$ cat config.mk
export PLATFORM = sky130hd
export DESIGN_NAME = ctag_ctrl
export DESIGN_NICKNAME = d
export VERILOG_FILES = /design/src/rtl/ctag_pkg.sv /design/src/rtl/ctag_match.sv /design/src/rtl/ctag_lru.sv /design/src/rtl/ctag_victim.sv /design/src/rtl/ctag_ctrl.sv
export SDC_FILE = /design/constraint.sdc
export NUM_CORES = 1
export LEC_CHECK = 0
export CELL_PAD_IN_SITES_DETAIL_PLACEMENT = 1
export CELL_PAD_IN_SITES_GLOBAL_PLACEMENT = 1
export CORE_UTILIZATION = 48
export DETAILED_ROUTE_END_ITERATION = 10
export PLACE_DENSITY_LB_ADDON = 0.25
export SLEW_MARGIN = 15
export SYNTH_ARGS = -nofsm -noshare
export SYNTH_HDL_FRONTEND = slang
export SYNTH_HIERARCHICAL = 1
export SYNTH_SLANG_ARGS = --single-unit
$ cat constraint.sdc
create_clock -name clk -period 4.6 [get_ports clk]
set_input_delay 0.46 -clock clk [delete_from_list [all_inputs] [get_ports clk]]
set_output_delay 0.46 -clock clk [all_outputs]
set_load 0.01 [all_outputs]
$ cat src/rtl/ctag_pkg.sv
package ctag_pkg;
  // Width of an index over n items, never below one bit.
  function automatic int idx_bits(input int n);
    return (n > 1) ? $clog2(n) : 1;
  endfunction
endpackage

$ cat src/rtl/ctag_match.sv
// Parallel tag comparison across all ways of one set.
module ctag_match #(
  parameter int WAYS  = 2,
  parameter int TAG_W = 7
) (
  input  logic [WAYS-1:0][TAG_W-1:0] set_tags,
  input  logic [WAYS-1:0]            set_vld,
  input  logic [TAG_W-1:0]           key,
  output logic [WAYS-1:0]            hit_vec
);
  for (genvar w = 0; w < WAYS; w++) begin : g_cmp
    assign hit_vec[w] = set_vld[w] && (set_tags[w] == key);
  end
endmodule

$ cat src/rtl/ctag_lru.sv
// Recency ranks for one set: rank 0 = most recent, WAYS-1 = least recent.
module ctag_lru #(
  parameter int WAYS  = 2,
  parameter int WAY_W = 1
) (
  input  logic                        clk,
  input  logic                        rst_n,
  input  logic                        touch,
  input  logic [WAY_W-1:0]            touch_way,
  output logic [WAYS-1:0][WAY_W-1:0]  rank
);
  logic [WAY_W-1:0] cur;

  always_comb begin
    cur = '0;
    for (int w = 0; w < WAYS; w++)
      if (touch_way == WAY_W'(w)) cur = rank[w];
  end

  always_ff @(posedge clk) begin
    if (!rst_n) begin
      for (int w = 0; w < WAYS; w++) rank[w] <= WAY_W'(w);
    end else if (touch) begin
      for (int w = 0; w < WAYS; w++) begin
        if (touch_way == WAY_W'(w))
          rank[w] <= '0;
        else if (rank[w] < cur)
          rank[w] <= rank[w] + 1'b1;
      end
    end
  end
endmodule

$ cat src/rtl/ctag_victim.sv
// Fill choice: lowest invalid way, else the way of oldest rank.
module ctag_victim #(
  parameter int WAYS  = 2,
  parameter int WAY_W = 1
) (
  input  logic [WAYS-1:0]             set_vld,
  input  logic [WAYS-1:0][WAY_W-1:0]  rank,
  output logic [WAY_W-1:0]            victim
);
  logic found;

  always_comb begin
    victim = '0;
    found  = 1'b0;
    for (int w = 0; w < WAYS; w++) begin
      if (!found && !set_vld[w]) begin
        victim = WAY_W'(w);
        found  = 1'b1;
      end
    end
    if (!found) begin
      for (int w = 0; w < WAYS; w++)
        if (rank[w] == WAY_W'(WAYS - 1)) victim = WAY_W'(w);
    end
  end
endmodule

$ cat src/rtl/ctag_ctrl.sv
module ctag_ctrl #(
  parameter int ADDR_W  = 8,
  parameter int ENTRIES = 4,
  parameter int WAYS    = 2,
  localparam int WAY_W  = ctag_pkg::idx_bits(WAYS)
) (
  input  logic              clk,
  input  logic              rst_n,
  input  logic              req_valid,
  input  logic [ADDR_W-1:0] req_addr,
  output logic              rsp_valid,
  output logic              rsp_hit,
  output logic [WAY_W-1:0]  rsp_way
);
  localparam int SETS  = ENTRIES / WAYS;
  localparam int SET_W = $clog2(SETS);
  localparam int IDX_W = ctag_pkg::idx_bits(SETS);
  localparam int TAG_W = ADDR_W - SET_W;

  logic [SETS-1:0][WAYS-1:0][TAG_W-1:0] tag_q;
  logic [SETS-1:0][WAYS-1:0]            vld_q;
  logic [SETS-1:0][WAYS-1:0][WAY_W-1:0] rank_all;

  logic [IDX_W-1:0] idx;
  logic [TAG_W-1:0] key;
  logic [WAYS-1:0]  hit_vec;
  logic             hit;
  logic [WAY_W-1:0] hit_way;
  logic [WAY_W-1:0] victim;
  logic [WAY_W-1:0] acc_way;

  if (SETS > 1) begin : g_idx
    assign idx = req_addr[SET_W-1:0];
  end else begin : g_noidx
    assign idx = '0;
  end
  assign key = req_addr[ADDR_W-1:SET_W];

  ctag_match #(.WAYS(WAYS), .TAG_W(TAG_W)) u_match (
    .set_tags (tag_q[idx]),
    .set_vld  (vld_q[idx]),
    .key      (key),
    .hit_vec  (hit_vec)
  );

  ctag_victim #(.WAYS(WAYS), .WAY_W(WAY_W)) u_victim (
    .set_vld (vld_q[idx]),
    .rank    (rank_all[idx]),
    .victim  (victim)
  );

  always_comb begin
    hit     = |hit_vec;
    hit_way = '0;
    for (int w = 0; w < WAYS; w++)
      if (hit_vec[w]) hit_way = WAY_W'(w);
  end

  assign acc_way = hit ? hit_way : victim;

  for (genvar s = 0; s < SETS; s++) begin : g_set
    ctag_lru #(.WAYS(WAYS), .WAY_W(WAY_W)) u_lru (
      .clk       (clk),
      .rst_n     (rst_n),
      .touch     (req_valid && (idx == IDX_W'(s))),
      .touch_way (acc_way),
      .rank      (rank_all[s])
    );
  end

  always_ff @(posedge clk) begin
    if (!rst_n) begin
      vld_q     <= '0;
      tag_q     <= '0;
      rsp_valid <= 1'b0;
      rsp_hit   <= 1'b0;
      rsp_way   <= '0;
    end else begin
      rsp_valid <= req_valid;
      rsp_hit   <= req_valid && hit;
      rsp_way   <= req_valid ? acc_way : '0;
      if (req_valid && !hit) begin
        tag_q[idx][victim] <= key;
        vld_q[idx][victim] <= 1'b1;
      end
    end
  end
endmodule

# Yosys cells after proc, flatten, opt, wreduce, memory -nomap -nowiden
# Cells that the tools add are included.
# W data, S select, Z words.
[op_classes] add_sub_neg=4 magnitude_cmp=8 n_eq_ne=4 mux=33 n_bitwise=2 n_reduce_logical=19
[op_table] op="$mux W14" count=3
[op_table] op="$bwmux W28" count=1
[op_table] op="$mux W1" count=19
[op_table] op="$demux W14 S1" count=1
[op_table] op="$eq A7 B7 Y1" count=2
[op_table] op="$mux W2" count=5
[op_table] op="$reduce_and A2 Y1" count=5
[op_table] op="$logic_and A1 B1 Y1" count=9
[op_table] op="$demux W7 S1" count=1
[op_table] op="$mux W7" count=1
[op_table] op="$add A1 B1 Y1 const B" count=4
[op_table] op="$lt A1 B1 Y1" count=4
[op_table] op="$lt A1 B2 Y1 const B" count=2
[op_table] op="$ne A2 B1 Y1 const B" count=2
[op_table] op="$or A4 B4 Y4" count=1
[op_table] op="$reduce_bool A2 Y1" count=2
[op_table] op="$demux W2 S1" count=1
[op_table] op="$ge A1 B1 Y1 const B" count=2
[op_table] op="$logic_not A1 Y1" count=2
[op_table] op="$reduce_or A2 Y1" count=1
[op_table] op="$demux W1 S1" count=1
[op_table] op="$not A1 Y1" count=1
[word_totals] reg_bits=39 inputBits=11 output_inout_bits=3 word_cells=83

# Logic depth before layout (Yosys ltp)
# Gate-level depths: netlist of the first run.
[logic_depth] ltp_word=15 ltp_mapped=10 depth_no_buf=8

# By module
# Netlist of the first run, hierarchy kept.
[by_module_without_submodules] mod="ctag_ctrl" instances=1 cells_each=144 area_each_um2=1483.9 seq_area_each_um2=700.7
[by_module_without_submodules] mod="ctag_lru" instances=2 cells_each=8 area_each_um2=80.1 seq_area_each_um2=40.0
[by_module_without_submodules] mod="ctag_match" instances=1 cells_each=20 area_each_um2=155.1 seq_area_each_um2=0.0
[by_module_without_submodules] mod="ctag_victim" instances=1 cells_each=2 area_each_um2=11.3 seq_area_each_um2=0.0

# Least setup slack after synthesis of the first run
# No wires, ideal clock.
[synth_path] path_type="input-to-reg" from="in req_addr[0]" to="reg vld_q[0] in the netlist's numbering" setup_ps=115 t_arrival_ps=2070 t_required_ps=4485 setup_slack_ps=2415 cell_stages=10 path_buffers=3 path_cell_list="buf_4 > buf_4 > mux2_2 > xnor2_1 > nand4_1 > nor2_1 > nor2_2 > and3b_1 > buf_4 > o21a_1"
[synth_between] word_cells_on_any_way=32 cone_classes="order compare (4); eq/ne (2); mux (16); bitwise (1); reduce/logical (9)"
[synth_lines] element="from (decl)" line_no="ctag_ctrl.sv:10" rtl="input logic [ADDR_W-1:0] req_addr,"
[synth_lines] element="$mux W14 (implied by the code) (2 in a row)" line_no="ctag_ctrl.sv:40" rtl=".set_tags (tag_q[idx]),"
[synth_lines] element="$eq A7 B7 Y1" line_no="ctag_match.sv:12" rtl="assign hit_vec[w] = set_vld[w] && (set_tags[w] == key);"
[synth_lines] element="$logic_and A1 B1 Y1 *" line_no="ctag_match.sv:12"
[synth_lines] element="named net hit_vec[1]" line_no="ctag_ctrl.sv:26" rtl="logic [WAYS-1:0] hit_vec;"
[synth_lines] element="$reduce_or A2 Y1 *" line_no="ctag_ctrl.sv:53" rtl="hit = |hit_vec;"
[synth_lines] element="$logic_not A1 Y1 *" line_no="ctag_ctrl.sv:82" rtl="if (req_valid && !hit) begin"
[synth_lines] element="$logic_and A1 B1 Y1 *" line_no="ctag_ctrl.sv:82"
[synth_lines] element="to (signal assigned)" line_no="ctag_ctrl.sv:73" rtl="vld_q <= '0;"
[synth_lines] element="to (signal, indexed assignment)" line_no="ctag_ctrl.sv:84" rtl="vld_q[idx][victim] <= 1'b1;"
[synth_lines] element="to (decl)" line_no="ctag_ctrl.sv:21" rtl="logic [SETS-1:0][WAYS-1:0] vld_q;"
# Mark *: on every way through the listed nets, which the timed path passes. The rest lies on a longest branch. The select of a mux whose other input is x is not followed.
# A chain may end at the register's enable or synchronous reset.

# Worst setup path after layout of the first run
[layout_path] from="in req_addr[0]" to="reg tag_q[0] in the netlist's numbering"
[layout_between] word_cells_on_any_way=32 cone_classes="order compare (4); eq/ne (2); mux (17); reduce/logical (9)"
[layout_lines] element="$mux W14 (implied by the code) (2 in a row)" line_no="ctag_ctrl.sv:40"
[layout_lines] element="$eq A7 B7 Y1" line_no="ctag_match.sv:12"
[layout_lines] element="$logic_and A1 B1 Y1 *" line_no="ctag_match.sv:12"
[layout_lines] element="named net hit_vec[0]" line_no="ctag_ctrl.sv:26"
[layout_lines] element="$reduce_or A2 Y1 *" line_no="ctag_ctrl.sv:53"
[layout_lines] element="$logic_not A1 Y1 *" line_no="ctag_ctrl.sv:82"
[layout_lines] element="$logic_and A1 B1 Y1 *" line_no="ctag_ctrl.sv:82"
[layout_lines] element="to (signal, indexed assignment)" line_no="ctag_ctrl.sv:83" rtl="tag_q[idx][victim] <= key;"
[layout_lines] element="to (decl)" line_no="ctag_ctrl.sv:20" rtl="logic [SETS-1:0][WAYS-1:0][TAG_W-1:0] tag_q;"
# Marked as above.

==> results.cfg, run 1 <==
[timing]
slew_violations = 0
hold_slack_ns = 0.452
maxSlewHeadroom_pct = 41.1
fin_setup_tns_ns = 0
skew_ns = 0.00775
rsz0062_at_grt = false
hold_viol = 0
fmax_mhz = 324
tightest_slew_ns = 0.881
setup_viol = 0
post-route-period-util_pct = 67.2
final.min_clock_period_ns = 3.09

[synth]
syn_area_um2 = 1800
synth_area_per_cell_um2 = 9.94
synth_cells = 181
synth_warnings = 6
syn_nets = 192

[cts]
cts_resized = 0
clock_sinks = 39
insertion_delay_ns = 0.29
postCtsSetupBuffers = 0
cts_tree = built
clk_path_buf_depth = 2
cts_root_buf = clkbuf_8
cts_hold_buf = 0
clk_pin_slew_ns = 0.07
numCtsBuffers = 5
cts_max_level = 2

[worst_hold_path]
hp-class = flip-flop to flip-flop

[floorplanning]
io_pins = 14
die_h_um = 63.2
core_um2 = 3470
rows = 21
die_w_um = 63.2
dieArea_um2 = 4000
initial_core_util_pct = 51.9

[detailed_routing]
dr.pass1.iters = 4
totalWireLength_um = 3890
wire_per_inst_um = 16.1
route.detailed.drc = 0
first_iter_violations = 93
avgViaCountPerCell = 5.33
vias = 1284
antenna_left = 0

[global_routing]
grt_pass1_wl_um = 6780
grt_overflow = 0
grt_max_degree = 25
antenna_found_initial = 0
grt_pass1_vias = 1372
groute.usage.overall_pct = 22.5

[status]
outcome = complete, no violations

[critical_path]
path_max_fanout = 20
path_cells = clkdlybuf4s50_1 -> mux2_2 -> xnor2_1 -> nand4_1 -> nor2_1 -> nor2_2 -> and3b_1 -> mux2i_1
endpoint_kind = flip-flop
cp-start-kind = primary input
arrival_ns = 3.31
path_class = primary input to flip-flop
required_ns = 4.82
slowest_stage = clkdlybuf4s50_1
cpPeakStageDelay_ns = 1.05

[placement]
gp_congestion = 0.762
dp.final_hpwl_um = 2690
port_buffers = 13

[cells_and_area]
fin_nets = 205
antennaDiodeCount = 0
final_util_pct = 59.1
n_fill_cell = 392
drive_above_1_share_pct = 15.4
area_delta_synth_final_pct = 13.8

[power_and_ir_drop]
power.density_nw_per_um2 = 338
ir_drop_uv = 238
p_leak_nw = 0.852

[run]
max_cap_violations = 0
## cell type report
class / instances / area [um2] / area share, %
Multi-Input combinational cell: 129 / 953 / 46.5
Sequential cell: 39 / 781 / 38.1
Timing Repair Buffer: 14 / 138 / 6.72
Clock buffer: 8 / 100 / 4.89
Tap cell: 46 / 57.6 / 2.81
Inverter: 5 / 18.8 / 0.916
## through the flow
stage / cell area [um2] / setup WS, ns / cells / power (mW)
final: 2050 / 1.51 / 241 / 0.692
after global placement: 1950 / 1.29 / 233 / 0.445
after global routing: 2050 / 1.28 / 241 / 0.724
after CTS: 2050 / 1.50 / 241 / 0.701
after detailed placement: 1950 / 1.17 / 233 / 0.449
after floorplan: 1800 / 2.42 / 181 / 0.423
## routing by layer
metal	global-route usage, %	share of wire, %	wire length, um
met1	26.2	45	1740
met3	4.35	2.5	97
met4	8.52	1.4	56
met5	0	0	0
met2	40.2	51	2000
## state kept, by name, indices dropped and copies added (netlist names)
| signal | flops |
|---|---|
| rsp_hit | 1 |
| g_set.u_lru/rank | 4 |
| tag_q | 28 |
| rsp_way | 1 |
| vld_q | 4 |
| rsp_valid | 1 |
## cells in the final DEF (no fill, tap or decap), types with 4 or more instances in the layout
cell	count
mux2i_1	28
nand4_1	4
clkdlybuf4s50_1	13
dfxtp_1	39
nand2_1	37
a21oi_1	4
and2_1	4
xnor2_1	14
clkbuf_8	7
inv_1	5
mux2_2	16
## critical path: cells and delay by family
| family | cells | cell delay (ns) |
|---|---|---|
| and+or+nand+nor | 4 | 0.93 |
| muxes | 2 | 0.70 |
| xor gates and xnor gates | 1 | 0.15 |
| buffers and inverters | 1 | 1.05 |
## path summary, 6_finish.rpt
path / from / to / slack, ns / cells after the start
max: req_addr[0] / tag_q[0] / 1.51 / 8
min: vld_q[3] / vld_q[3] / 0.45 / 2
max reg2reg: tag_q[20] / tag_q[0] / 2.58 / 7
min reg2reg: vld_q[3] / vld_q[3] / 0.45 / 2
## report_power, final
| part | internal [mW] | total [mW] | switching [mW] |
|---|---|---|---|
| registers | 0.352 | 0.359 | 0.00697 |
| clock network | 0.137 | 0.250 | 0.114 |
| logic | 0.0398 | 0.0829 | 0.0431 |
(Power assumes the default switching activity.)
==> run 2, diff against run 1 <==
--- a/config.mk
+++ b/config.mk
@@ -7,7 +7,7 @@
 export LEC_CHECK = 0
 export CELL_PAD_IN_SITES_DETAIL_PLACEMENT = 1
 export CELL_PAD_IN_SITES_GLOBAL_PLACEMENT = 1
-export CORE_UTILIZATION = 48
+export CORE_UTILIZATION = 40
 export DETAILED_ROUTE_END_ITERATION = 10
 export PLACE_DENSITY_LB_ADDON = 0.25
 export SLEW_MARGIN = 15
==> constraint.sdc (replaced) <==
create_clock -name clk -period 2.5 [get_ports clk]
set_input_delay 0.25 -clock clk [delete_from_list [all_inputs] [get_ports clk]]
set_output_delay 0.25 -clock clk [all_outputs]
set_load 0.01 [all_outputs]
==> results.cfg, run 2 (synthesis gave the netlist of run 1 again) <==
[detailed_routing]
route.detailed.drc = 0
vias = 1289
avgViaCountPerCell = 5.16
wire_per_inst_um = 15.8
first_iter_violations = 33
totalWireLength_um = 3950
antenna_left = 0
dr.pass1.iters = 3

[timing]
setup_slack_ns = 0.145
hold_viol = 0
rsz0062_at_grt = false
post-route-period-util_pct = 94.2
setup_viol = 0
slew_violations = 0
maxSlewHeadroom_pct = 68.0
final.min_clock_period_ns = 2.36
fin_setup_tns_ns = 0
skew_ns = 0.00405
fmax_mhz = 425
tightest_slew_ns = 0.480

[cts]
clk_pin_slew_ns = 0.07
cts_max_level = 2
cts_root_buf = clkbuf_8
cts_resized = 0
clock_sinks = 39
numCtsBuffers = 5
cts_tree = built
insertion_delay_ns = 0.29
postCtsSetupBuffers = 0
cts_hold_buf = 0
clk_path_buf_depth = 2

[critical_path]
crit_end = tag_q[0]
cp-start-kind = primary input
path_max_fanout = 20
cp.depth = 9
slowest_stage = clkdlybuf4s50_1
r2r_start = tag_q[11]
arrival_ns = 2.57
rr_worst_depth = 7
cpPeakStageDelay_ns = 0.51
path_buf_inv = 2
required_ns = 2.71
r2r_setup_slack_ns = 0.58
startpoint = req_addr[0]
endpoint_kind = flip-flop
path_class = primary input to flip-flop
critPathTopFamily = simple AND/OR/NAND/NOR gates
r2r_end = tag_q[0]
path_cells = clkdlybuf4s50_1 -> buf_12 -> mux2_2 -> xnor2_1 -> nand4_1 -> nor2_1 -> nor2_2 -> and3b_1 -> mux2i_1

[cells_and_area]
fin_nets = 208
final_cells = 250
antennaDiodeCount = 0
mostFrequentLayoutCell = dfxtp_1
drive_above_1_share_pct = 16.2
area_delta_synth_final_pct = 15.9
largest_reg_flops = 28
layout_common_cells = dfxtp_1 (39), nand2_1 (37), mux2i_1 (28)
top_register = tag_q
reg_top3 = tag_q (28), g_set.u_lru/rank (4), vld_q (4)

[global_routing]
grt_overflow = 0
grt_pass1_vias = 1325
antenna_found_initial = 0
groute.usage.overall_pct = 17.8
grt_pass1_wl_um = 6530
grt_max_degree = 45

[power_and_ir_drop]
power.density_nw_per_um2 = 588
power_mw = 1.23
ir_drop_uv = 250
p_leak_nw = 0.869

[placement]
dp.final_hpwl_um = 2790
port_buffers = 13
numPlacedInstances = 242
dp_slack_ns = -0.181
gp_congestion = 0.719

[worst_hold_path]
worstHoldPathCells = 2
hp-class = flip-flop to flip-flop

[run]
max_cap_violations = 0

[floorplanning]
core_um2 = 4320
initial_core_util_pct = 41.6
die_w_um = 69.1
dieArea_um2 = 4770
rows = 24
io_pins = 14
die_h_um = 69.1

[status]
outcome = complete, no violations
run 2: cell count changes in the layout (fill, tap and decap cells not counted), sizes merged:
cell / before / now
clkinv: 0 / 1
clkbuf: 8 / 7
buf: 1 / 4
run 2: stage by stage:
| stage | utilization, % | instance area, um2 | hold WS (ns) |
|---|---|---|---|
| 6_report | 48.2 | 2080 | 0.456 |
| 4_1_cts | 48.2 | 2080 | 0.458 |
| 5_1_grt | 48.2 | 2080 | 0.467 |
| 3_5_place_dp | 46.3 | 2000 | 0.445 |
| 3_3_place_gp | 46.3 | 2000 | 0.432 |
| 2_1_floorplan | - | 1800 | 0.330 |
run 2: worst register-to-register path, delay by kind of cell (launching register included):
family | cells | cell delay (ns)
DFF | 1 | 0.32
muxes | 2 | 0.53
and+or+nand+nor | 4 | 0.85
xor gates and xnor gates | 1 | 0.15
run 2: layer usage:
layer	share of wire [%]	track usage (%)	vias to the layer above
met5	0	0	-
met4	1.2	6.12	0
met3	2.7	5.41	4
met2	52	31.4	16
met1	44	20.3	626
li1	-	-	643
run 2: final cells by class:
cell class	instances	area, um2
fillers	507	2240
multi-input cells	129	953
flip-flops and latches	39	781
repair buffers	17	185
clock buffers	7	76.3
well taps	52	65.1
inverters	5	18.8
clock inverters	1	5.00
run 2: worst min path at each step:
stage                        start                     end
after global routing      vld_q[3]                vld_q[3]
final                     vld_q[3]                vld_q[3]
after detailed placement  vld_q[3]                vld_q[3]
after floorplan              rst_n  g_set[0].u_lru/rank[1]
after global placement    vld_q[3]                vld_q[3]
after CTS                 vld_q[3]                vld_q[3]
run 2: power by group:
| group | internal [mW] | switching (mW) |
|---|---|---|
| Combinational | 0.0763 | 0.0794 |
| Sequential | 0.647 | 0.0127 |
| Clock | 0.196 | 0.215 |
